==> src/rtl/lspwm_pkg.sv <==
package lspwm_pkg;
  typedef enum logic {CNT_UP = 1'b0, CNT_DN = 1'b1} cnt_dir_e;

  // Lower edge of band k (k = 1 is the top band), in reference units.
  function automatic int band_floor(input int k, input int half, input int band_h);
    return (half - k) * band_h;
  endfunction
endpackage

==> src/rtl/lspwm_tri_counter.sv <==
module lspwm_tri_counter #(
  parameter int BAND_H = 64,
  parameter int CNT_W  = $clog2(BAND_H + 1)
) (
  input  logic             clk,
  input  logic             rst,
  output logic [CNT_W-1:0] cnt_o
);
  import lspwm_pkg::*;

  localparam logic [CNT_W-1:0] TOP_M1 = CNT_W'(BAND_H - 1);
  localparam logic [CNT_W-1:0] ONE    = CNT_W'(1);

  logic [CNT_W-1:0] cnt_q;
  cnt_dir_e         dir_q;

  always_ff @(posedge clk) begin
    if (rst) begin
      cnt_q <= '0;
      dir_q <= CNT_UP;
    end else if (dir_q == CNT_UP) begin
      cnt_q <= cnt_q + ONE;
      if (cnt_q == TOP_M1) dir_q <= CNT_DN;
    end else begin
      cnt_q <= cnt_q - ONE;
      if (cnt_q == ONE) dir_q <= CNT_UP;
    end
  end

  assign cnt_o = cnt_q;
endmodule

==> src/rtl/lspwm_band_cmp.sv <==
module lspwm_band_cmp #(
  parameter int LEVELS = 13,
  parameter int BAND_H = 64,
  parameter int REF_W  = 12,
  parameter int CNT_W  = $clog2(BAND_H + 1),
  localparam int NCAR  = LEVELS - 1,
  localparam int HALF  = (LEVELS - 1) / 2
) (
  input  logic signed [REF_W-1:0] ref_i,
  input  logic        [CNT_W-1:0] cnt_i,
  output logic        [NCAR-1:0]  flag_o,
  output logic        [NCAR-1:0]  pulse_o
);
  import lspwm_pkg::*;

  logic signed [REF_W:0] ref_x;
  logic signed [REF_W:0] cnt_x;
  assign ref_x = {ref_i[REF_W-1], ref_i};
  assign cnt_x = $signed({{(REF_W + 1 - CNT_W){1'b0}}, cnt_i});

  for (genvar g = 0; g < NCAR; g++) begin : g_band
    localparam int FLOOR = band_floor(g + 1, HALF, BAND_H);
    localparam logic signed [REF_W:0] FLOOR_X = (REF_W + 1)'(FLOOR);
    localparam logic signed [REF_W:0] CEIL_X  = (REF_W + 1)'(FLOOR + BAND_H);

    logic signed [REF_W:0] carrier;
    assign carrier    = FLOOR_X + cnt_x;
    assign pulse_o[g] = ref_x > carrier;

    if (g < NCAR - 1) begin : g_mid
      assign flag_o[g] = ref_x > FLOOR_X;
    end else begin : g_bottom
      assign flag_o[g] = ref_x <= CEIL_X;
    end
  end
endmodule

==> src/rtl/lspwm_band_select.sv <==
module lspwm_band_select #(
  parameter int NCAR = 12
) (
  input  logic [NCAR-1:0] flag_i,
  output logic [NCAR-1:0] sel_o
);
  for (genvar g = 0; g < NCAR; g++) begin : g_sel
    if (g == 0 || g == NCAR - 1) begin : g_edge
      assign sel_o[g] = flag_i[g];
    end else begin : g_inner
      assign sel_o[g] = flag_i[g] ^ flag_i[g-1];
    end
  end
endmodule

==> src/rtl/lspwm_level_enc.sv <==
module lspwm_level_enc #(
  parameter int LEVELS = 13,
  localparam int NCAR  = LEVELS - 1,
  localparam int HALF  = (LEVELS - 1) / 2,
  localparam int LVL_W = $clog2(HALF + 1) + 1
) (
  input  logic [NCAR-1:0]         sel_i,
  input  logic [NCAR-1:0]         pulse_i,
  output logic signed [LVL_W-1:0] level_o
);
  always_comb begin
    level_o = '0;
    for (int g = 0; g < NCAR; g++) begin
      if (sel_i[g]) begin
        level_o = pulse_i[g] ? LVL_W'(HALF - g) : LVL_W'(HALF - g - 1);
      end
    end
  end
endmodule

==> src/rtl/lspwm_band_decoder.sv <==
module lspwm_band_decoder #(
  parameter int LEVELS = 13,
  parameter int BAND_H = 64,
  parameter int REF_W  = 12,
  localparam int NCAR  = LEVELS - 1,
  localparam int HALF  = (LEVELS - 1) / 2,
  localparam int LVL_W = $clog2(HALF + 1) + 1,
  localparam int CNT_W = $clog2(BAND_H + 1)
) (
  input  logic                    clk,
  input  logic                    rst,
  input  logic signed [REF_W-1:0] ref_i,
  output logic [NCAR-1:0]         band_sel,
  output logic [NCAR-1:0]         band_pulse,
  output logic signed [LVL_W-1:0] level
);
  logic [CNT_W-1:0]         cnt_w;
  logic [NCAR-1:0]          flag_w;
  logic [NCAR-1:0]          pulse_w;
  logic [NCAR-1:0]          sel_w;
  logic signed [LVL_W-1:0]  level_w;

  lspwm_tri_counter #(.BAND_H(BAND_H), .CNT_W(CNT_W)) u_cnt (
    .clk   (clk),
    .rst   (rst),
    .cnt_o (cnt_w)
  );

  lspwm_band_cmp #(.LEVELS(LEVELS), .BAND_H(BAND_H), .REF_W(REF_W), .CNT_W(CNT_W)) u_cmp (
    .ref_i   (ref_i),
    .cnt_i   (cnt_w),
    .flag_o  (flag_w),
    .pulse_o (pulse_w)
  );

  lspwm_band_select #(.NCAR(NCAR)) u_sel (
    .flag_i (flag_w),
    .sel_o  (sel_w)
  );

  lspwm_level_enc #(.LEVELS(LEVELS)) u_enc (
    .sel_i   (sel_w),
    .pulse_i (pulse_w),
    .level_o (level_w)
  );

  always_ff @(posedge clk) begin
    if (rst) begin
      band_sel   <= '0;
      band_pulse <= '0;
      level      <= '0;
    end else begin
      band_sel   <= sel_w;
      band_pulse <= pulse_w;
      level      <= level_w;
    end
  end
endmodule

==> config.mk <==
export PLATFORM = sky130hd
export DESIGN_NAME = lspwm_band_decoder
export DESIGN_NICKNAME = d
export VERILOG_FILES = /design/src/rtl/lspwm_pkg.sv /design/src/rtl/lspwm_tri_counter.sv /design/src/rtl/lspwm_band_cmp.sv /design/src/rtl/lspwm_band_select.sv /design/src/rtl/lspwm_level_enc.sv /design/src/rtl/lspwm_band_decoder.sv
export SDC_FILE = /design/constraint.sdc
export NUM_CORES = 1
export LEC_CHECK = 0
export BUFFER_PORTS_ARGS = -buffer_cell sky130_fd_sc_hd__buf_2
export CAP_MARGIN = 20
export CELL_PAD_IN_SITES_DETAIL_PLACEMENT = 0
export CELL_PAD_IN_SITES_GLOBAL_PLACEMENT = 1
export CORE_UTILIZATION = 30
export CTS_CLUSTER_SIZE = 40
export DETAILED_ROUTE_END_ITERATION = 8
export PLACE_DENSITY_LB_ADDON = 0.1
export SKIP_CTS_REPAIR_TIMING = 1
export SLEW_MARGIN = 5
export SYNTH_ARGS = -nofsm -noshare
export SYNTH_HDL_FRONTEND = slang
export SYNTH_SLANG_ARGS = --single-unit
==> constraint.sdc <==
create_clock -name clk -period 5.6 [get_ports clk]
set_input_delay 0.56 -clock clk [delete_from_list [all_inputs] [get_ports clk]]
set_output_delay 0.56 -clock clk [all_outputs]
set_load 0.02 [all_outputs]
* After elaboration in Yosys (flattened, before gate mapping) *
Cells that the tools add are included.

storage, ports and cells
  input bits = 14
  register bits after elaboration = 36
  logic and storage cells = 82
  output and inout bits = 28

operators by class
  mux-type cells = 28
  magnitude comparators = 24
  bitwise gates (word level) = 10
  add/subtract/negate cells = 13
  equality and inequality tests = 2

operators with widths
  kind                     number
  $mux W4                  13
  $gt A12 B10 Y1           4
  $gt A12 B11 Y1           4
  $gt A12 B9 Y1 const B    4
  $gt A12 B10 Y1 const B   3
  $gt A12 B9 Y1            3
  $gt A12 B8 Y1 const B    2
  $add A10 B8 Y11 const A  2
  $add A9 B7 Y10 const A   2
  $add A9 B8 Y10 const A   2
  $add A8 B7 Y9 const A    2
  $gt A12 B1 Y1 const B    1
  $gt A12 B7 Y1 const B    1
  $gt A12 B8 Y1            1
  $le A12 B10 Y1 const B   1
  $xor A1 B1 Y1            10
  $add A7 B8 Y9 const A    1
  $add A8 B8 Y9 const A    1
  $mux W1                  9
  $add A7 B7 Y8 const A    1
  $add A7 B1 Y7 const B    1
  $eq A7 B1 Y1 const B     1
  $eq A7 B6 Y1 const B     1
  $mux W7                  1
  3 further kinds          6

* Longest topological paths before layout *
  depth in word-level cells = 15
  mapped depth = 12

* Hierarchy *
From an unflattened synthesis, not the netlist that was laid out.

unflattened totals
  cell total of the unflattened synthesis = 275
  area, all modules = 2403.6 µm²

modules (own cells, without submodules)
  module              times used  area each (µm²)  sequential area each (µm²)  cells an instance
  lspwm_band_cmp      1           817.0            0.0                         120
  lspwm_band_decoder  1           778.2            560.5                       58
  lspwm_tri_counter   1           456.7            160.2                       49
  lspwm_level_enc     1           249.0            0.0                         36
  lspwm_band_select   1           102.6            0.0                         12

* Worst setup path before layout *
Ideal clock, no wire load.

  path kind = input port to flip-flop
  from = input port ref_i[1]
  to = register level[1]
  arrival time = 2.665 ns
  stages = 9
  required time = 5.514 ns
  slack = 2.850 ns
  buffers on the path = 0
  path through = or4_4 > nor4_4 > nor2b_1 > o21ai_0 > ha_1 > or4_1 > o211ai_1 > a31oi_1 > a211oi_1

RTL lines
  what                       RTL line                  RTL
  start: declaration         lspwm_band_decoder.sv:12  input logic signed [REF_W-1:0] ref_i,
  $gt A12 B10 Y1             lspwm_band_cmp.sv:31      assign flag_o[g] = ref_x > FLOOR_X;
  $xor A1 B1 Y1 (*)          lspwm_band_select.sv:11   assign sel_o[g] = flag_i[g] ^ flag_i[g-1];
  via sel_w[1]               lspwm_band_decoder.sv:20  logic [NCAR-1:0] sel_w;
  $mux W4 (*) (11 in a row)  lspwm_level_enc.sv:14     if (sel_i[g]) begin
  end signal: assignment     lspwm_band_decoder.sv:55  level <= level_w;
  end: declaration           lspwm_band_decoder.sv:15  output logic signed [LVL_W-1:0] level

The timed path passes the listed nets; every way through them passes the cells marked *.
A chain may end at the register's enable or synchronous reset.

* Worst setup path in the final report *
  from = input port ref_i[6]
  to = register level[1]

Same word-level chain as after synthesis.

==> impl_metrics.yaml <==
status:
  status: "finished clean"
route:
  drcViolationCount: 0
  final_antenna_net_count: 0
  viasPerCell: 5.25
  first_pass_iters: 4
  drtIter0Drc: 122
  vias: 2173
  wirelength_mm: 6.61
  wl_per_cell_um: 16.0
floorplan:
  rows: 31
  fp.dieW_um: 88.8
  die-area_sq_um: 7890
  coreArea_sq_um: 7250
  start_util: 0.312
  die_y_um: 88.8
  pin_count: 42
yosys:
  synth_compound_area_frac: 0.205
  ys_async_sr_fraction: 0
  synth_most_common_cell: "dfxtp_1"
  synth_top_family_by_area: "simple AND/OR/NAND/NOR gates"
  synth-simple-area-share: 0.286
  synthCells: 280
  syn-num-nets: 313
  synthAdderAreaFrac: 0.110
  synth-main-ff-cell: "dfxtp_1"
  synth_area_leader_cell: "dfxtp_1"
  synth_top_cell_area_share: 0.319
  ys.warnings.count: 0
  synth-xor-area-share: 0.0232
  yosys-top-cells-count: "dfxtp_1 (36), nor2_1 (35), a21oi_1 (22)"
  synthesis.area_sq_um: 2260
  synth-seq-area-share: 0.319
  synth_area_leaders: "dfxtp_1 (32%), ha_1 (11%), nor2_1 (5.8%), a21oi_1 (4.9%), nand2_1 (3.3%)"
  avgSynthCellArea_sq_um: 8.08
  synth.mux.area_fraction: 0.00940
  ys_ff_latch: 36
  synth.distinct_cells: 62
  synth_edf_count: 0
critical_path:
  cpPeakStageDelay_ps: 840
  cpLargestDelayFamily: "compound AO/OA/AOI/OAI gates"
  start_kind: "input port"
  worst_ep_arrival_time_ps: 3340
  rrSetupSlack_ps: 2650
  cp.depth: 10
  worstPathRequired_ps: 5800
  cpMostUsedCell: "nand2_1"
  r2r_cells: 10
  worstSetupEndpointType: "register"
  critPathBufInv: 1
  path_cells: "buf_2 -> a21boi_1 -> o21ai_0 -> nand2_1 -> nand2_1 -> ha_1 -> or4_1 -> o211ai_1 -> a31oi_1 -> a211oi_1"
  worst-path-max-fanout: 12
  crit_type: "input port to register"
  crit_slowest_cell: "a21boi_1"
global_route:
  grt_pass1_vias: 2034
  grt_pass1_wl_mm: 10.4
  met2_usage: 0.308
  grt_overflow: 0
  busiest_layer: "met2"
  grt_util_met1: 0.226
  gr-usage-all-layers: 0.177
  met3_usage: 0.0280
  antenna_found_initial: 0
  grt_max_degree: 29
cells_and_area:
  drive_above_1_share: 0.197
  fillerInstances: 805
  finalNonFillerCells: 414
  syn_to_final_growth_pct: 16.2
  nNetsFinal: 347
  n_antenna_cell: 0
sta:
  setup_violations: 0
  relSlewSlack: 0.346
  rsz0062_at_grt: "no"
  worst_pin_slew_ps: 980
  finalMaxSlewViolations: 0
  hold_viol: 0
  post-route-period-util: 0.561
  tns_ps: 0
  skew_ps: 8.09
  period_minus_slack_ps: 3140
  fmax_mhz: 318
run:
  drv_cap: 0
worst_hold_path:
  holdPathStages: 1
  hold_path.class: "register to register"
power_and_ir_drop:
  pwr-share-seq: 0.459
  p_leak_nw: 1.08
  p_comb_frac: 0.212
  totalPowerFinal_w: 0.000591
  peakVddDrop_v: 0.0000924
  netSwitchingPower_w: 0.000181
  p_per_area_nw_per_um2: 225
  p_int_w: 0.000410
  clock_power_share: 0.330
  sw_frac_of_total: 0.306
clock_network:
  cts_tree: "built"
  clk_pin_slew_worst_paths_ps: 80
  clock_sinks: 36
  numCtsBuffers: 5
  htree_levels: 2
  root_buffer: "clkbuf_8"
  clockBufferDepth: 2
  clock_latency_ps: 280
placement:
  placed_cells: 406
  dp_hpwl_mm: 5.04
  gp_congestion: 0.825
  numPortBuffers: 41
## worst paths after layout
path	endpoint	from
worst max register to register	level[1]	u_cnt.cnt_o[6]
worst min register to register	u_cnt.cnt_o[0]	u_cnt.cnt_o[0]
worst min-delay path	u_cnt.cnt_o[0]	u_cnt.cnt_o[0]
worst max-delay path	level[1]	ref_i[6]
## power groups by stage
stage	Clock [W]	Sequential (W)	Combinational (W)
final	0.000195	0.000271	0.000125
after global routing	0.000213	0.000273	0.000139
after CTS	0.000205	0.000272	0.000125
after detailed placement	0	0.000278	0.000125
after global placement	0	0.000278	0.000126
after floorplan	0	0.000290	0.0000743
## sequential cells by signal (all words and copies together), names as in the netlist
name and count:
band_pulse 12, band_sel 12, level 4, u_cnt.cnt_o 7
u_cnt.dir_q 1
## area by class of cell
cell class                 count  area [sq um]  area share
clock buffer                   7          86.3      0.0329
clock inverter                 1          7.51     0.00286
inverter                      14          52.6      0.0200
multi-input combinational    216          1430       0.545
sequential                    36           721       0.274
tap                           99           124      0.0471
timing repair buffer          41           205      0.0781
## metal layers
layer  up-vias  routed length [um]
li1       1087                   -
met1      1018                2920
met5         -                   0
met4         0                  82
met2        59                3340
met3         9                 262
## layout by cell type (no fill, tap or decap), types with 2 or more instances in the layout
cell type	instances
nand4_1	5
a211o_1	2
clkbuf_8	6
o211ai_1	5
or3_1	3
and4b_1	4
nand2b_1	3
o21ai_1	3
a311oi_1	3
o21bai_1	2
xnor2_1	6
nor3_1	10
a21oi_1	22
a211oi_1	2
and2_1	4
o21ai_0	8
nand2_1	20
a31oi_1	7
dfxtp_1	36
ha_1	19
inv_1	13
nand3_1	9
nor2_1	35
nor2b_1	4
buf_2	41
or2_2	3
and3_1	3
nor4_1	3
## cell families (layout without fill, tap and decap cells)
kind of cell,Yosys count,in the layout
compound gates,70,70
simple gates,118,118
mux,2,2
xor+xnor,6,6
buf+inv,28,63
flops,36,36
fa+ha+maj,20,20
## stage by stage
step | setup WS (ps) | hold WS, ps | instance area, sq um | util
after floorplan | 2850 | 448 | 2260 | -
after global placement | 2250 | 487 | 2530 | 0.349
after detailed placement | 2190 | 494 | 2530 | 0.349
after CTS | 2490 | 514 | 2630 | 0.362
after global routing | 2250 | 536 | 2630 | 0.362
final | 2460 | 501 | 2630 | 0.362
No activity file was read; power rests on OpenSTA's default activity.
